### src/rtl/pcs_pkg.sv
`timescale 1ns/1ps
package pcs_pkg;
  typedef enum logic [2:0] {
    SRC_INC  = 3'd0,
    SRC_SKIP = 3'd1,
    SRC_PCL  = 3'd2,
    SRC_JMP  = 3'd3,
    SRC_CALL = 3'd4,
    SRC_RET  = 3'd5,
    SRC_IRQ  = 3'd6
  } pc_src_e;

  function automatic logic src_pushes(input pc_src_e s);
    return (s == SRC_CALL) || (s == SRC_IRQ);
  endfunction
endpackage

### src/rtl/pcs_src_sel.sv
`timescale 1ns/1ps
module pcs_src_sel
  import pcs_pkg::*;
#(
  parameter int SRC_W = 3,
  parameter int IRQ_N = 6
) (
  input  logic             irq_i,
  input  logic [SRC_W-1:0] irq_src_i,
  input  logic             ret_i,
  input  logic             call_i,
  input  logic             jmp_i,
  input  logic             pcl_we_i,
  input  logic             skip_i,
  input  logic             squash_i,
  output pc_src_e          src_o
);
  localparam int SRC_LIM = IRQ_N;

  logic irq_ok;
  logic instr_ok;

  assign irq_ok   = irq_i && (int'(irq_src_i) < SRC_LIM);
  assign instr_ok = !squash_i;

  always_comb begin
    if (irq_ok)                  src_o = SRC_IRQ;
    else if (instr_ok && ret_i)  src_o = SRC_RET;
    else if (instr_ok && call_i) src_o = SRC_CALL;
    else if (instr_ok && jmp_i)  src_o = SRC_JMP;
    else if (instr_ok && pcl_we_i) src_o = SRC_PCL;
    else if (instr_ok && skip_i) src_o = SRC_SKIP;
    else                         src_o = SRC_INC;
  end
endmodule

### src/rtl/pcs_addr_gen.sv
`timescale 1ns/1ps
module pcs_addr_gen
  import pcs_pkg::*;
#(
  parameter int PC_W      = 14,
  parameter int LIT_W     = 13,
  parameter int PCL_W     = 8,
  parameter int SRC_W     = 3,
  parameter int VEC_SHIFT = 2,
  parameter int SKIP_STEP = 2
) (
  input  pc_src_e          src_i,
  input  logic [PC_W-1:0]  pc_i,
  input  logic [SRC_W-1:0] irq_src_i,
  input  logic [PCL_W-1:0] pcl_data_i,
  input  logic [LIT_W-1:0] tgt_i,
  input  logic             bank_i,
  input  logic [PC_W-1:0]  ret_addr_i,
  output logic [PC_W-1:0]  next_pc_o
);
  localparam int LOW_W = PC_W - 1;
  localparam int HI_W  = PC_W - PCL_W;

  logic [PC_W-1:0]  vec_addr;
  logic [LOW_W-1:0] skip_low;
  logic [PC_W-1:0]  jump_addr;

  assign vec_addr = (PC_W'(irq_src_i) + PC_W'(1)) << VEC_SHIFT;
  assign skip_low = pc_i[LOW_W-1:0] + LOW_W'(SKIP_STEP);

  generate
    if (LIT_W >= LOW_W) begin : g_full_lit
      assign jump_addr = {bank_i, tgt_i[LOW_W-1:0]};
    end else begin : g_short_lit
      assign jump_addr = {bank_i, (LOW_W-LIT_W)'(0), tgt_i};
    end
  endgenerate

  always_comb begin
    unique case (src_i)
      SRC_IRQ:           next_pc_o = vec_addr;
      SRC_RET:           next_pc_o = ret_addr_i;
      SRC_CALL, SRC_JMP: next_pc_o = jump_addr;
      SRC_PCL:           next_pc_o = {pc_i[PC_W-1 -: HI_W], pcl_data_i};
      SRC_SKIP:          next_pc_o = {pc_i[PC_W-1], skip_low};
      default:           next_pc_o = pc_i + PC_W'(1);
    endcase
  end

  // vectors are word aligned
  always_comb begin
    if (src_i == SRC_IRQ) begin
      a_r3_vec_align: assert (next_pc_o[VEC_SHIFT-1:0] == '0);
    end
  end
endmodule

### src/rtl/pc_sequencer.sv
`timescale 1ns/1ps
module pc_sequencer
  import pcs_pkg::*;
#(
  parameter int PC_W      = 14,
  parameter int LIT_W     = 13,
  parameter int PCL_W     = 8,
  parameter int SRC_W     = 3,
  parameter int IRQ_N     = 6,
  parameter int VEC_SHIFT = 2
) (
  input  logic             clk,
  input  logic             rst_n,
  input  logic             cyc_stb_i,
  input  logic             irq_i,
  input  logic [SRC_W-1:0] irq_src_i,
  input  logic             skip_i,
  input  logic             pcl_we_i,
  input  logic [PCL_W-1:0] pcl_data_i,
  input  logic             jmp_i,
  input  logic             call_i,
  input  logic [LIT_W-1:0] tgt_i,
  input  logic             ret_i,
  input  logic [PC_W-1:0]  ret_addr_i,
  input  logic             bank_sel_i,
  output logic [PC_W-1:0]  pc_o,
  output logic             push_stb_o,
  output logic [PC_W-1:0]  push_addr_o,
  output logic             flush_o
);
  pc_src_e         src;
  logic [PC_W-1:0] next_pc;

  pcs_src_sel #(.SRC_W(SRC_W), .IRQ_N(IRQ_N)) u_sel (
    .irq_i     (irq_i),
    .irq_src_i (irq_src_i),
    .ret_i     (ret_i),
    .call_i    (call_i),
    .jmp_i     (jmp_i),
    .pcl_we_i  (pcl_we_i),
    .skip_i    (skip_i),
    .squash_i  (flush_o),
    .src_o     (src)
  );

  pcs_addr_gen #(
    .PC_W(PC_W), .LIT_W(LIT_W), .PCL_W(PCL_W),
    .SRC_W(SRC_W), .VEC_SHIFT(VEC_SHIFT), .SKIP_STEP(2)
  ) u_gen (
    .src_i      (src),
    .pc_i       (pc_o),
    .irq_src_i  (irq_src_i),
    .pcl_data_i (pcl_data_i),
    .tgt_i      (tgt_i),
    .bank_i     (bank_sel_i),
    .ret_addr_i (ret_addr_i),
    .next_pc_o  (next_pc)
  );

  always_ff @(posedge clk or negedge rst_n) begin
    if (!rst_n) begin
      pc_o        <= '0;
      flush_o     <= 1'b0;
      push_stb_o  <= 1'b0;
      push_addr_o <= '0;
    end else begin
      push_stb_o <= 1'b0;
      if (cyc_stb_i) begin
        pc_o    <= next_pc;
        flush_o <= (src != SRC_INC);
        if (src_pushes(src)) begin
          push_stb_o  <= 1'b1;
          push_addr_o <= pc_o;
        end
      end
    end
  end

  // address held between strobes
  a_r2_hold_between: assert property (@(posedge clk) disable iff (!rst_n)
    !cyc_stb_i |=> $stable(pc_o));

  // flush flag lasts the whole instruction cycle
  a_r9_flush_hold: assert property (@(posedge clk) disable iff (!rst_n)
    !cyc_stb_i |=> $stable(flush_o));

  // stale instruction cannot redirect
  a_r10_squash_inc: assert property (@(posedge clk) disable iff (!rst_n)
    (cyc_stb_i && flush_o && !irq_i) |=> (pc_o == $past(pc_o) + PC_W'(1)) && !flush_o);

  // skip keeps the bank bit
  a_r5_bank_keep: assert property (@(posedge clk) disable iff (!rst_n)
    (cyc_stb_i && src == SRC_SKIP) |=> pc_o[PC_W-1] == $past(pc_o[PC_W-1]));

  // a push only follows a strobe
  a_r11_push_after_stb: assert property (@(posedge clk) disable iff (!rst_n)
    push_stb_o |-> $past(cyc_stb_i));
endmodule

### config.mk
export PLATFORM = sky130hd
export DESIGN_NAME = pc_sequencer
export DESIGN_NICKNAME = d
export VERILOG_FILES = /design/src/rtl/pcs_pkg.sv /design/src/rtl/pcs_src_sel.sv /design/src/rtl/pcs_addr_gen.sv /design/src/rtl/pc_sequencer.sv
export SDC_FILE = /design/constraint.sdc
export NUM_CORES = 1
export LEC_CHECK = 0
export BUFFER_PORTS_ARGS = -buffer_cell sky130_fd_sc_hd__buf_2
export CORE_ASPECT_RATIO = 1.25
export CORE_MARGIN = 1
export CORE_UTILIZATION = 35
export DETAILED_ROUTE_END_ITERATION = 8
export GPL_TIMING_DRIVEN = 0
export SLEW_MARGIN = 20
export SYNTH_ARGS = -nofsm -noshare
export SYNTH_HDL_FRONTEND = slang
export SYNTH_SLANG_ARGS = --single-unit
### constraint.sdc
create_clock -name clk -period 4.6 [get_ports clk]
set_clock_uncertainty 0.05 [all_clocks]
set_input_delay 0.92 -clock clk [delete_from_list [all_inputs] [get_ports clk]]
set_output_delay 0.92 -clock clk [all_outputs]
set_load 0.05 [all_outputs]
==> reports/qor.csv <==
metric,value,unit
Synth Area in Compound Gates,0.274,
Nets,365,
setup TNS,0,ns
router iterations before antenna repair,6,
switching share of power,0.489,
Crit Path Max Fanout,10,
post-synthesis mux area share,0.0817,
share of cells above drive strength 1,0.325,
grt total ovfl,0,
Initial Utilization,0.369,
syn avg cell area,8.88,µm²
Area Overhead vs Synth,26.3,%
vias in the first global route,2056,
syn_nets,282,
Post-CTS Setup Repair Bufs,0,
CTS tree,built,
post-route minimum period,2.79,ns
DR vias/cell,5.86,
RSZ-0062 raised after global routing,false,
PD cells,451,nW/µm²
clk sink count,30,
failing checks,DRC,
fillers,581,
Synthesis Warnings,0,
Post-Synth Adder-Cell Area,0.0183,
XOR/XNOR share of the synthesized area,0.0427,
Comb pwr share,0.498,
I/O pins,78,
initial antenna violation count,0,
hpwl dp,4.85,mm
measured slew at the worst slew-check pin,0.765,ns
core area,5560,µm²
GRT Total Usage,0.221,
Async SR Flop Fraction,1.00,
f_max,358,MHz
Port Buf Inserts,76,
sequential fraction of the synthesis area,0.366,
Mapped Cells,231,
worst-skew pair later-pin latency,0.28,ns
Yosys top cell area share,0.366,
Setup WS post-layout,1.81,ns
Num CTS Buffers,5,
top_reg_cell synth,dfrtp_1,
Placer Congestion,0.842,
"Hold-fix buffers, CTS",0,
"area leader, netlist",dfrtp_1,
Worst Path Arrival,2.97,ns
Lkg Pwr,1.16,nW
die width,70.5,µm
CP Class,input pin to flip-flop,
clock transition at the registers of the reported paths,0.07,ns
via count,2214,
most frequent cell after synthesis,dfrtp_1,
sequential share of power,0.328,
Max clock buf depth,2,
Relative slew margins,0.488,
most frequent cells after synthesis,"dfrtp_1 (30), clkbuf_1 (21), a21oi_1 (16), nand2_1 (16), mux2_2 (14)",
antenna fix cells,0,
Routed Antenna Nets,0,
# DRC,4,
period utilization,0.607,
num rows,30,
Worst EP required,4.78,ns
"Hold Vio Cnt, Final",0,
Die Y,87.6,µm
Max Cap Viol,0,
Resized cells post-CTS,0,
worst vdd ir,0.000250,V
Pint,596,µW
CP endpoint kind,flip-flop,
final wirelength,6.59,mm
Final Slew Violations,0,
largest net degree at the start of global routing,31,
switching power,572,µW
status,"complete, but fails checks",
"top cells by area, synth","dfrtp_1 (37%), mux2_2 (7.7%), a21oi_1 (3.9%), clkbuf_1 (3.8%), a32oi_1 (3.0%)",
drt wl/cell,17.4,µm
clock root cell,clkbuf_8,
Worst setup SP type,input pin,
first-pass GRT wire length,10.4,mm
drt first-iter violations,150,
HP Class,flip-flop to flip-flop,
Post-Synth Simple-Gate Area,0.166,
H-tree depth,2,
number of synthesized flops with an enable pin,0,
Final setup viols,0,
clock network fraction of total power,0.174,
largest family of logic cells by synthesized area,compound AO/OA/AOI/OAI gates,
"flops & latches, synth",30,
die area,6170,µm²
Netlist Area Pre-Place,2050,µm²
pre-CTS setup slack,1.52,ns
Cell variety after synth,53,
==> layout by cell type, fill, tap and decap left out, types with 2 or more instances in the layout <==
cell,instances
nand2_1,16
and2_1,2
xor2_1,3
ha_1,3
nor3_1,3
nand3_1,10
nor2_1,9
a31oi_1,4
or4_1,2
and3_1,4
and4_1,3
inv_1,6
o21ai_0,12
a22o_1,2
xnor2_1,7
clkbuf_8,5
nand4_1,6
mux2_2,14
nor2b_1,4
buf_2,76
a221oi_1,4
dfrtp_1,30
a2111oi_0,2
a211oi_1,2
a32oi_1,7
clkbuf_1,21
a21oi_1,16
a22oi_1,4
nor4_1,2
clkinv_2,2
o32ai_1,2
o22ai_1,7
==> flip-flops by register name (all words and copies together), names as in the netlist <==
signal	flops
flush_o	1
pc_o	14
push_addr_o	14
push_stb_o	1
==> metrics by stage <==
step            util  power [mW]  instance area (µm²)  std cells  hold WS, ns
2_1_floorplan      -       0.808                 2050        231        0.574
3_3_place_gp   0.452       0.964                 2510        371        0.407
3_5_place_dp   0.452       0.971                 2510        371        0.440
4_1_cts        0.466        1.17                 2590        378        0.454
5_1_grt        0.466        1.23                 2590        378        0.470
6_report       0.466        1.17                 2590        378        0.443
==> routing by layer <==
layer  vias up  wire [µm]  global-route usage
li1       1056          -                   -
met1      1059       2740               0.276
met2        91       3390               0.387
met3         8        353              0.0299
met4         0        106              0.0891
met5         -          0                   0
==> kinds of logic (layout without fill, tap and decap cells) <==
| kind of cell | after synthesis | in the layout |
|---|---|---|
| compound gates | 80 | 80 |
| xor+xnor | 10 | 10 |
| fa+ha+maj | 3 | 3 |
| buf+inv | 28 | 111 |
| flops | 30 | 30 |
| mux | 15 | 15 |
| simple gates | 65 | 65 |
==> cell type report <==
| cell class | instances | area (µm²) | share of cell area |
|---|---|---|---|
| buffer | 22 | 83.8 | 0.0324 |
| clock buffer | 5 | 68.8 | 0.0266 |
| clock inverter | 2 | 10.0 | 0.00386 |
| inverter | 6 | 22.5 | 0.00869 |
| multi-input combinational | 173 | 1190 | 0.461 |
| sequential | 30 | 751 | 0.290 |
| tap | 64 | 80.1 | 0.0309 |
| timing repair buffer | 76 | 380 | 0.147 |
==> final timing paths <==
kind / start / cells past startpoint / slack (ns) / to
min in group asynchronous: rst_n / 1 / 0.62 / pc_o[3]
max in group asynchronous: rst_n / 1 / 3.42 / push_stb_o
setup / recovery: ret_i / 7 / 1.81 / pc_o[9]
setup reg to reg: flush_o / 6 / 2.04 / push_addr_o[10]
hold reg to reg: push_addr_o[6] / 2 / 0.44 / push_addr_o[6]
hold / removal: push_addr_o[6] / 2 / 0.44 / push_addr_o[6]
==> worst max-delay path, cell delays in order <==
cell and delay, ns:
buf_2 0.14, or4_1 0.51, clkbuf_2 0.16, a211oi_2 0.67, a21oi_1 0.15, o32ai_1 0.24
a22o_1 0.16
==> power by group through the flow <==
stage	Clock, mW	Combinational, mW	Sequential [mW]
6_report	0.203	0.582	0.383
5_1_grt	0.218	0.617	0.393
4_1_cts	0.206	0.583	0.384
3_5_place_dp	0	0.581	0.389
3_3_place_gp	0	0.577	0.387
2_1_floorplan	0	0.190	0.618
Power figures use the tool's default switching activity.
